`src/rtl/tcu_pkg.sv`:
```
package tcu_pkg;
  localparam int MODE_W = 4;

  typedef enum logic [MODE_W-1:0] {
    MD_OFF = 4'b0000,
    MD_SET = 4'b1000,
    MD_CLR = 4'b1001,
    MD_SWI = 4'b1010,
    MD_EVT = 4'b1011
  } tcu_mode_e;

  typedef struct packed {
    logic force_off;
    logic set_flag;
    logic drive_hi;
    logic drive_lo;
    logic pulse;
  } tcu_act_t;
endpackage

```
`src/rtl/tcu_cmp_core.sv`:
```
module tcu_cmp_core #(
  parameter int W = 16
) (
  input  logic         clk,
  input  logic         rst_n,
  input  logic         wr_en,
  input  logic [W-1:0] wr_data,
  input  logic [W-1:0] tmr_val,
  output logic         hit
);
  logic [W-1:0] cmp_q;
  logic         eq_now;
  logic         eq_prev;

  assign eq_now = (tmr_val == cmp_q);
  assign hit    = eq_now & ~eq_prev;

  always_ff @(posedge clk) begin
    if (!rst_n) begin
      cmp_q   <= '0;
      eq_prev <= 1'b0;
    end else begin
      eq_prev <= eq_now;
      if (wr_en) cmp_q <= wr_data;
    end
  end
endmodule

```
`src/rtl/tcu_act_dec.sv`:
```
module tcu_act_dec
  import tcu_pkg::*;
(
  input  logic [MODE_W-1:0] mode,
  input  logic              hit,
  output tcu_act_t          act
);
  always_comb begin
    act = '0;
    if (mode == MD_OFF) begin
      act.force_off = 1'b1;
    end else if (hit) begin
      unique case (mode)
        MD_SET: begin act.set_flag = 1'b1; act.drive_hi = 1'b1; end
        MD_CLR: begin act.set_flag = 1'b1; act.drive_lo = 1'b1; end
        MD_SWI: act.set_flag = 1'b1;
        MD_EVT: begin act.set_flag = 1'b1; act.pulse = 1'b1; end
        default: act = '0;
      endcase
    end
  end
endmodule

```
`src/rtl/tcu_out_stage.sv`:
```
module tcu_out_stage
  import tcu_pkg::*;
(
  input  logic     clk,
  input  logic     rst_n,
  input  tcu_act_t act,
  input  logic     flag_clr,
  output logic     pin_q,
  output logic     flag_q,
  output logic     trig_q
);
  always_ff @(posedge clk) begin
    if (!rst_n) begin
      pin_q  <= 1'b0;
      flag_q <= 1'b0;
      trig_q <= 1'b0;
    end else begin
      trig_q <= act.pulse;
      if (act.force_off) begin
        pin_q  <= 1'b0;
        flag_q <= 1'b0;
      end else begin
        if (act.drive_hi)      pin_q <= 1'b1;
        else if (act.drive_lo) pin_q <= 1'b0;
        if (act.set_flag)      flag_q <= 1'b1;
        else if (flag_clr)     flag_q <= 1'b0;
      end
    end
  end
endmodule

```
`src/rtl/tmr_cmp_unit.sv`:
```
module tmr_cmp_unit
  import tcu_pkg::*;
#(
  parameter int TMR_W = 16
) (
  input  logic             clk,
  input  logic             rst_n,
  input  logic [TMR_W-1:0] tmr_val,
  input  logic             cmp_wr_en,
  input  logic [TMR_W-1:0] cmp_wr_data,
  input  logic             mode_wr_en,
  input  logic [3:0]       mode_wr_data,
  input  logic             flag_clr,
  output logic             pin_out,
  output logic             irq_flag,
  output logic             evt_trig
);
  logic [MODE_W-1:0] mode_q;
  logic              hit;
  tcu_act_t          act;

  always_ff @(posedge clk) begin
    if (!rst_n)          mode_q <= MD_OFF;
    else if (mode_wr_en) mode_q <= mode_wr_data;
  end

  tcu_cmp_core #(.W(TMR_W)) u_core (
    .clk(clk), .rst_n(rst_n), .wr_en(cmp_wr_en), .wr_data(cmp_wr_data),
    .tmr_val(tmr_val), .hit(hit)
  );

  tcu_act_dec u_dec (.mode(mode_q), .hit(hit), .act(act));

  tcu_out_stage u_out (
    .clk(clk), .rst_n(rst_n), .act(act), .flag_clr(flag_clr),
    .pin_q(pin_out), .flag_q(irq_flag), .trig_q(evt_trig)
  );
endmodule

```
`config.mk`:
```
export PLATFORM = sky130hd
export DESIGN_NAME = tmr_cmp_unit
export DESIGN_NICKNAME = d
export VERILOG_FILES = /design/src/rtl/tcu_pkg.sv /design/src/rtl/tcu_cmp_core.sv /design/src/rtl/tcu_act_dec.sv /design/src/rtl/tcu_out_stage.sv /design/src/rtl/tmr_cmp_unit.sv
export SDC_FILE = /design/constraint.sdc
export NUM_CORES = 1
export LEC_CHECK = 0
export BUFFER_PORTS_ARGS = -buffer_cell sky130_fd_sc_hd__buf_2
export CORE_ASPECT_RATIO = 0.6
export CORE_MARGIN = 4
export CORE_UTILIZATION = 35
export CTS_CLUSTER_SIZE = 8
export DETAILED_ROUTE_END_ITERATION = 12
export REMOVE_ABC_BUFFERS = 1
export SLEW_MARGIN = 40
export SYNTH_ARGS = -nofsm -noshare
export SYNTH_HDL_FRONTEND = slang
export SYNTH_SLANG_ARGS = --single-unit
```
`constraint.sdc`:
```
create_clock -name clk -period 1.7 [get_ports clk]
set_clock_uncertainty 0.1 [all_clocks]
set_input_delay 0.17 -clock clk [delete_from_list [all_inputs] [get_ports clk]]
set_output_delay 0.17 -clock clk [all_outputs]
set_load 0.005 [all_outputs]
```
After elaboration in Yosys (flattened, before gate mapping):

Cells that the tools add are included.

* register bits after elaboration: 24
* input bits: 41
* output and inout bits: 3

* equality and inequality tests: 5
* mux-type cells: 11
* bitwise operators: 4
* reductions and logical operators: 6

Operators with widths (number)
* == test 16 bit: 1
* == test 4 bit (second input constant): 4
* two-way mux 1 bit: 9
* two-way mux 4 bit: 2
* logical NOT 4 bit: 1
* nonzero test 2 bit: 2
* OR reduction 4 bit: 1
* NOT 1 bit: 3
* OR reduction 3 bit: 1
* OR reduction 2 bit: 1
* bitwise AND 1 bit: 1

Depth between registers and ports, before layout:

Gate-level depths: netlist of run 1.

* depth after elaboration: 7
* depth in mapped cells: 5
* depth with buffers taken out: 5

Hierarchy:

From an unflattened synthesis of run 1, not the netlist that was laid out.

* cell total of the unflattened synthesis: 105
* area, all modules: 1064.8 µm²

Modules (own cells, without submodules)
* tcu_cmp_core: times used 1, cells each 76, area an instance 762.0 µm², sequential area each 340.3 µm²
* tmr_cmp_unit: times used 1, cells each 13, area an instance 156.4 µm², sequential area each 80.1 µm²
* tcu_out_stage: times used 1, cells each 11, area an instance 102.6 µm², sequential area each 60.1 µm²
* tcu_act_dec: times used 1, cells each 5, area an instance 43.8 µm², sequential area each 0.0 µm²

Worst setup path after synthesis of run 1:

No wires, ideal clock.

* path kind: register -> register
* start: register u_core.cmp_q[10]
* end: register u_out.pin_q
* setup time: 123 ps
* arrival time: 1309 ps
* required time: 1477 ps
* setup slack: 168 ps
* cell stages (with the launch flop): 6
* path buffers: 0
* cell sequence: dfxtp_1 -> xnor2_1 -> nand4_1 -> nor4_2 -> nand4b_1 -> mux2_1

* word-level cells in the longest chain between the ends: 5

RTL lines
* start, declared: RTL line tcu_cmp_core.sv:11 `logic [W-1:0] cmp_q;`
* start signal, assigned: RTL line tcu_cmp_core.sv:24 `if (wr_en) cmp_q <= wr_data;`
* == test 16 bit (*): RTL line tcu_cmp_core.sv:15 `assign eq_now = (tmr_val == cmp_q);`
* bitwise AND 1 bit (*): RTL line tcu_cmp_core.sv:16 `assign hit = eq_now & ~eq_prev;`
* two-way mux 4 bit (*): RTL line tcu_act_dec.sv:12 `end else if (hit) begin`
* two-way mux 4 bit (*): RTL line tcu_act_dec.sv:10 `if (mode == MD_OFF) begin`
* two-way mux 1 bit or nonzero test 2 bit (tied branches)
* end signal, assigned: RTL line tcu_out_stage.sv:20 `pin_q <= 1'b0;`
* end signal, assigned: RTL line tcu_out_stage.sv:23 `if (act.drive_hi) pin_q <= 1'b1;`
* end signal, assigned: RTL line tcu_out_stage.sv:24 `else if (act.drive_lo) pin_q <= 1'b0;`
* end, declared: RTL line tcu_out_stage.sv:8 `output logic pin_q,`

Mark *: on every way between the ends. The rest lies on a longest branch, timed or not.
A chain may end at the register's enable or synchronous reset.

Worst setup path after layout of run 1:

* start: register u_core.cmp_q[2]
* end: register u_out.pin_q

Same word-level chain as after synthesis.

==> results of run 1 <==
## stage by stage
stage                     setup WS [ns]  std cells
after floorplan                   0.168         98
after global placement           0.0558        183
after detailed placement       -0.00103        183
after CTS                        0.0347        187
after global routing            -0.0101        188
final                            0.0770        188
## kinds of logic after synthesis
family,synth area share
simple gates,0.194
compound gates,0.0127
xor+xnor,0.130
flops,0.444
mux,0.196
buf+inv,0.0231
## flip-flops by register name (all words and copies together), names as in the netlist
signal,count
mode_q,4
u_core.cmp_q,16
u_core.eq_prev,1
u_out.flag_q,1
u_out.pin_q,1
u_out.trig_q,1
## cell usage in the layout (no fill, tap or decap), drive strengths merged
master | netlist | final
nor2 | 4 | 4
a21oi | 1 | 1
mux2 | 1 | 1
nor4 | 1 | 1
nand4b | 1 | 1
mux2i | 20 | 20
and2 | 1 | 1
clkbuf | 3 | 3
inv | 1 | 1
xnor2 | 16 | 16
dfxtp | 24 | 24
buf | 2 | 45
nor2b | 20 | 20
nand3 | 2 | 2
o41ai | 1 | 1
nand2b | 1 | 1
nand4 | 4 | 4
## final timing paths
path	to	cells past startpoint
worst max-delay path	u_out.pin_q	5
worst min-delay path	u_out.flag_q	3
worst max register to register	u_out.pin_q	5
worst min register to register	u_out.flag_q	2
## power groups by stage
stage | clock (W) | sequential (W) | combinational [W]
2_1_floorplan | 0 | 0.000619 | 0.0000899
5_1_grt | 0.000367 | 0.000617 | 0.000194
3_3_place_gp | 0 | 0.000622 | 0.000162
4_1_cts | 0.000340 | 0.000610 | 0.000169
3_5_place_dp | 0 | 0.000623 | 0.000168
6_report | 0.000325 | 0.000614 | 0.000174
## metal layers
metal  share of wire  track usage
met1            0.47        0.165
met2            0.45        0.204
met3           0.073       0.0423
met4          0.0059       0.0337
met5               0            0
## timing repair
item / 4_1_cts / 5_1_grt
gates cloned: 0 / 0
buffers inserted: 1 / 1
pin swaps: 1 / 12
gates resized for setup: 0 / 11
setup endpoints to repair: 1 / 2
## area by class of cell
class                   count  area, sq um  share of cell area
repair buffers             45          230               0.161
inverters                   1         3.75             0.00263
well taps                  42         52.6              0.0368
flip-flops and latches     24          487               0.341
multi-input cells          73          614               0.430
clock buffers               3         41.3              0.0289
## critical path, stage by stage, from the launching register on
cell	delay, ns
dfxtp_2	0.35
xnor2_2	0.11
nand4_1	0.14
nor4_2	0.33
nand4b_1	0.16
mux2_4	0.32
==> out/summary.txt, run 1 <==
P&R area growth vs syn -> 32.2%
Commonest cells post-synth -> dfxtp_1, mux2i_1, nor2b_1
num rows -> 15
share of flip-flops with an asynchronous set or reset -> 0
Total GRT Usage -> 0.127
CP Class -> reg2reg
clock sinks -> 24
core area -> 2910 sq um
crit path from -> u_core.cmp_q[2]
vias in the first global route -> 842
Buffers on Ports -> 43
RSZ-0062 raised after global routing -> true
Die H -> 51.1 microns
post-route cell area -> 1430 sq um
fin util -> 0.491
Final Setup Violations -> 0
fin crit period -> 1.62 ns
setup TNS -> 0 ns
Area after DPL -> 1330 sq um
# nets final -> 189
Synth area leaders -> dfxtp_1, mux2i_1, xnor2_1
Fill cells -> 275
DRC -> 0
flops & latches, synth -> 24
hold_ws -> 0.0648 ns
first-pass GRT wire length -> 3860 microns
clock slew at reported path FFs -> 0.08 ns
routed vias -> 833
Clock H-tree levels -> 1
gpl congestion -> 0.800
num ports -> 44
first-pass detailed-route iteration total -> 4
Max VDD drop -> 0.342 mV
yosys warns -> 0
root buffer selected by CTS -> clkbuf_8
Clock Power Share -> 0.292
logic gate share of total power -> 0.156
Critical Path AT -> 1.68 ns
largest net degree at the start of global routing -> 24
starting density of the core -> 0.372
Routed WL per cell -> 12.7 microns
Syn Area/Cell -> 10.5 sq um
Distinct cells, synth -> 17
Iter 0 DRT Violations -> 41
wirelength, routed -> 2390 microns
Pwr Density -> 779 nW/um^2
Sw Share -> 0.233
Die X -> 79.8 microns
Num CTS Buffers -> 3
Pwr Total -> 0.00111 W
DRT antenna net count -> 0
max-capacitance violation count -> 0
hold_sp -> flag_clr
Main synth FF type -> dfxtp_1
clk_lat worst skew -> 0.26 ns
P_leak -> 0.629 nW
Fin. Hold Viols -> 0
Hold-fix buffers, CTS -> 0
Flop pwr share -> 0.552
actual slew at the worst max-slew pin -> 0.622 ns
Crit path required time -> 1.76 ns
crit path launch type -> flop
die area -> 4070 sq um
Fmax achieved -> 616 MHz
post-synthesis cell area -> 1080 sq um
Post-synth EDFFs -> 0
gr ovfl total -> 0
post-DR vias/cell -> 4.43
sequential cell area fraction in the yosys report -> 0.444
Tightest Hold Check Type -> in2reg
Sw Pwr -> 0.000259 W
Yosys top cell area share -> 0.444
reg2reg setup slack -> 0.08 ns
max-slew violation count -> 0
status -> completed
Max Root-Sink Buffers -> 2
post-synth top area cell -> dfxtp_1
Tcrit/Tclk final -> 0.955
Max-slew headroom -> 0.580
TritonCTS clock tree -> done
CP endpoint kind -> flop
layout cells sized above 1 -> 0.418
Worst Path Max Fanout -> 2
most common cell in the netlist -> dfxtp_1
initial antenna violation count -> 0
RR Startpoint -> u_core.cmp_q[2]
ANT cells -> 0
internal power -> 0.000853 W
Post-Synthesis Cells -> 103
No activity file was read; power rests on OpenSTA's default activity.
==> run 2: changes to the inputs <==
--- a/config.mk
+++ b/config.mk
@@ -6,6 +6,7 @@
 export NUM_CORES = 1
 export LEC_CHECK = 0
 export BUFFER_PORTS_ARGS = -buffer_cell sky130_fd_sc_hd__buf_2
+export CAP_MARGIN = 30
 export CORE_ASPECT_RATIO = 0.6
 export CORE_MARGIN = 4
 export CORE_UTILIZATION = 35
@@ -15,4 +16,5 @@
 export SLEW_MARGIN = 40
 export SYNTH_ARGS = -nofsm -noshare
 export SYNTH_HDL_FRONTEND = slang
+export SYNTH_HIERARCHICAL = 1
 export SYNTH_SLANG_ARGS = --single-unit
==> run 2 against run 1 <==
Net effect:
- the flow now finishes with violations (negative setup slack)
- clock power rose by 16%
- sequential cell count did not move
- global-route usage fell by 1.1 points
- first-iteration DRC count fell by 49%
- utilization fell by 0.50 points
- critical path type unchanged
- synthesized cell count rose by 1.9%
- design area fell by 1.7%
- sequential share of layout area rose by 0.31 points
- worst hold slack got worse by 0.020 ns
- final cell count rose by 3.2%
==> out/summary.txt, run 2 <==
status -> complete, but fails checks
failing checks -> negative setup slack
DRC -> 0 (unchanged)
Fmax achieved -> 541 MHz (-12%)
fin crit period -> 1.85 ns (+0.225 ns)
Synth area leaders -> dfxtp_1, mux2i_1, xor2_1
first-pass GRT wire length -> 3570 microns (-7.5%)
most frequent cells in the layout -> buf_2, dfxtp_1, mux2i_1
Routed WL per cell -> 11.3 microns (-11%)
flops & latches, synth -> 24 (unchanged)
Clock H-tree levels -> 1 (unchanged)
post-synth top area cell -> dfxtp_1
vias in the first global route -> 839 (-0.36%)
Final Setup Violations -> 3 (+3)
Reg2Reg Depth -> 9 (+4)
Die X -> 79.2 microns (-0.68%)
largest net degree at the start of global routing -> 18 (-25%)
Yosys top cell area share -> 0.451 (+0.00679)
hold_sp -> cmp_wr_data[3]
Clock Power Share -> 0.330 (+0.038)
clock sinks -> 24 (unchanged)
CP max stage cell -> dfxtp_1
most common cell in the netlist -> dfxtp_1
share of flip-flops with an asynchronous set or reset -> 0 (unchanged)
Hold-fix buffers, CTS -> 0 (unchanged)
wirelength, routed -> 2190 microns (-8.2%)
gpl congestion -> 0.762 (-4.8%)
internal power -> 0.000882 W (+3.3%)
Sw Share -> 0.226 (-0.00639)
Post-Synthesis Cells -> 105 (+1.9%)
Worst Path Max Fanout -> 4 (+2)
sequential cell area fraction in the yosys report -> 0.451 (+0.00679)
Cell Chain, Critical Path -> xor2_1 > nor4_1 > buf_4 > nand4_1 > nor2_1 > and3b_2 > and3b_1 > nand2b_1 > a21oi_1
max-capacitance violation count -> 0 (unchanged)
crit path launch type -> flop
P&R area growth vs syn -> 32.0%
post-synthesis cell area -> 1060 sq um (-1.5%)
core area -> 2890 sq um (-0.65%)
routed vias -> 854 (+2.5%)
max FFs per register -> 16 (unchanged)
Max VDD drop -> 0.353 mV (+3.2%)
Tcrit/Tclk final -> 1.09 (+0.132)
Num CTS Buffers -> 3 (unchanged)
Post-synth EDFFs -> 0 (unchanged)
num rows -> 15 (unchanged)
Tightest Hold Check Type -> in2reg
Top reg by flops -> u_core/cmp_q
Total GRT Usage -> 0.116 (-0.0109)
root buffer selected by CTS -> clkbuf_8
CP max stage delay -> 0.32 ns (-0.03 ns)
P_leak -> 0.713 nW (+13%)
Die H -> 50.7 microns (-0.64%)
Buffers on Ports -> 43 (unchanged)
Area after DPL -> 1310 sq um (-1.3%)
ANT cells -> 0 (unchanged)
commonest non-fill, non-tap cell in the layout -> buf_2
gr ovfl total -> 0 (unchanged)
clk_lat worst skew -> 0.26 ns (about the same)
Sw Pwr -> 0.000258 W (-0.33%)
Top Registers -> u_core/cmp_q (16), mode_q (4)
clock slew at reported path FFs -> 0.08 ns (about the same)
initial antenna violation count -> 0 (unchanged)
Critical Path AT -> 1.91 ns (+0.23 ns)
die area -> 4020 sq um (-1.3%)
hold depth -> 3 (unchanged)
max-slew violation count -> 0 (unchanged)
RR Startpoint -> u_core/cmp_q[12]
crit path from -> u_core/cmp_q[12]
TritonCTS clock tree -> done
detailed placer's ending HPWL -> 1750 microns
Crit path required time -> 1.76 ns (about the same)
final setup margin -> -0.148 ns (-0.225 ns)
Max Root-Sink Buffers -> 2 (unchanged)
layout cells sized above 1 -> 0.382 (-0.0362)
Crit path buffers/inverters -> 1 (+1)
CP Class -> reg2reg
yosys warns -> 6 (+6)
first-pass detailed-route iteration total -> 3 (-1)
Max-slew headroom -> 0.680 (+0.0998)
num ports -> 44 (unchanged)
logic gate share of total power -> 0.135 (-0.021)
post-DR vias/cell -> 4.40 (-0.65%)
Pwr Density -> 811 nW/um^2 (+4.2%)
Iter 0 DRT Violations -> 21 (-49%)
DRT antenna net count -> 0 (unchanged)
# nets final -> 194 (+2.6%)
starting density of the core -> 0.368 (-0.00321)
Fill cells -> 288 (+4.7%)
RSZ-0062 raised after global routing -> true
CP endpoint kind -> flop
actual slew at the worst max-slew pin -> 0.477 ns (-0.145 ns)
Main synth FF type -> dfxtp_1
Flop pwr share -> 0.535 (-0.017)
fin util -> 0.486 (-0.00504)
post-route cell area -> 1410 sq um (-1.7%)
setup TNS -> -0.271 ns (-0.271 ns)
CP delay by family, top -> simple AND/OR/NAND/NOR gates
Fin. Hold Viols -> 0 (unchanged)
critical path depth -> 9 (+4)
Syn Area/Cell -> 10.1 sq um (-3.4%)
Distinct cells, synth -> 19 (+2)
Commonest cells post-synth -> dfxtp_1, mux2i_1, nor2_1
-- run 2: cell count changes in the layout (fill, tap and decap cells not counted), moves of 2 or more --
| cell | delta |
|---|---|
| xnor2_1 | -12 |
| nor4_1 | +4 |
| nor2b_1 | -16 |
| xnor2_2 | -4 |
| dfxtp_2 | -3 |
| nand4_1 | -3 |
| nor2_1 | +13 |
| xor2_1 | +16 |
| dfxtp_1 | +3 |
| nand2b_1 | +2 |
-- run 2: layer usage --
| layer | share of wire | track usage | vias up |
|---|---|---|---|
| li1 | - | - | 443 |
| met1 | 0.46 | 0.141 | 383 |
| met2 | 0.44 | 0.190 | 26 |
| met3 | 0.096 | 0.0520 | 2 |
| met4 | 0.0037 | 0.0257 | 0 |
| met5 | 0 | 0 | - |
-- run 2: path summary, 6_finish.rpt --
check / end / slack, ns
hold reg to reg: u_out/flag_q / 0.37
hold / removal: u_core/cmp_q[3] / 0.04
setup reg to reg: u_out/pin_q / -0.15
setup / recovery: u_out/pin_q / -0.15
-- run 2: kinds of logic (layout without fill, tap and decap cells) --
| logic type | after synthesis | after routing | share of synthesized area |
|---|---|---|---|
| buffers and inverters | 7 | 54 | 0.0388 |
| AO/OA/AOI/OAI | 2 | 2 | 0.00940 |
| multiplexers | 20 | 20 | 0.188 |
| AND/OR/NAND/NOR | 36 | 36 | 0.181 |
| XOR/XNOR | 16 | 16 | 0.132 |
| flip-flops | 24 | 24 | 0.451 |
-- run 2: timing repair --
| item | CTS | global route |
|---|---|---|
| gates resized for setup | 6 | 2 |
| endpoints found under the setup margin | 3 | 4 |
| setup buffers | 5 | 1 |
| pin swaps | 6 | 2 |
| endpoints found under the hold margin | 0 | 0 |
-- run 2: layout make-up --
| cell class | instances | area (sq um) | area share |
|---|---|---|---|
| multi-input combinational | 74 | 554 | 0.394 |
| sequential | 24 | 483 | 0.344 |
| timing repair buffer | 47 | 249 | 0.177 |
| clock buffer | 4 | 55.1 | 0.0392 |
| tap | 42 | 52.6 | 0.0374 |
| inverter | 3 | 11.3 | 0.00801 |
-- run 2: power by group through the flow --
stage	clock [W]	combinational [W]	sequential, W
final	0.000376	0.000154	0.000610
after global routing	0.000418	0.000173	0.000614
after CTS	0.000397	0.000157	0.000610
after detailed placement	0	0.000153	0.000623
after global placement	0	0.000150	0.000622
after floorplan	0	0.0000772	0.000619
-- run 2: through the flow --
step | std cells | hold slack, ns | worst slack (ns) | total power (W)
after floorplan | 101 | 0.197 | 0.0967 | 0.000696
after global placement | 187 | 0.307 | -0.115 | 0.000772
after detailed placement | 187 | 0.318 | -0.176 | 0.000776
after CTS | 196 | 0.0365 | -0.165 | 0.00116
after global routing | 194 | 0.0452 | -0.306 | 0.00120
final | 194 | 0.0444 | -0.148 | 0.00114
-- run 2: worst reg2reg max path: stages (launching register included) --
cell	delay [ns]
dfxtp_1	0.32
xor2_1	0.15
nor4_1	0.29
buf_4	0.16
nand4_1	0.11
nor2_1	0.12
and3b_2	0.21
and3b_1	0.15
nand2b_1	0.09
a21oi_1	0.06
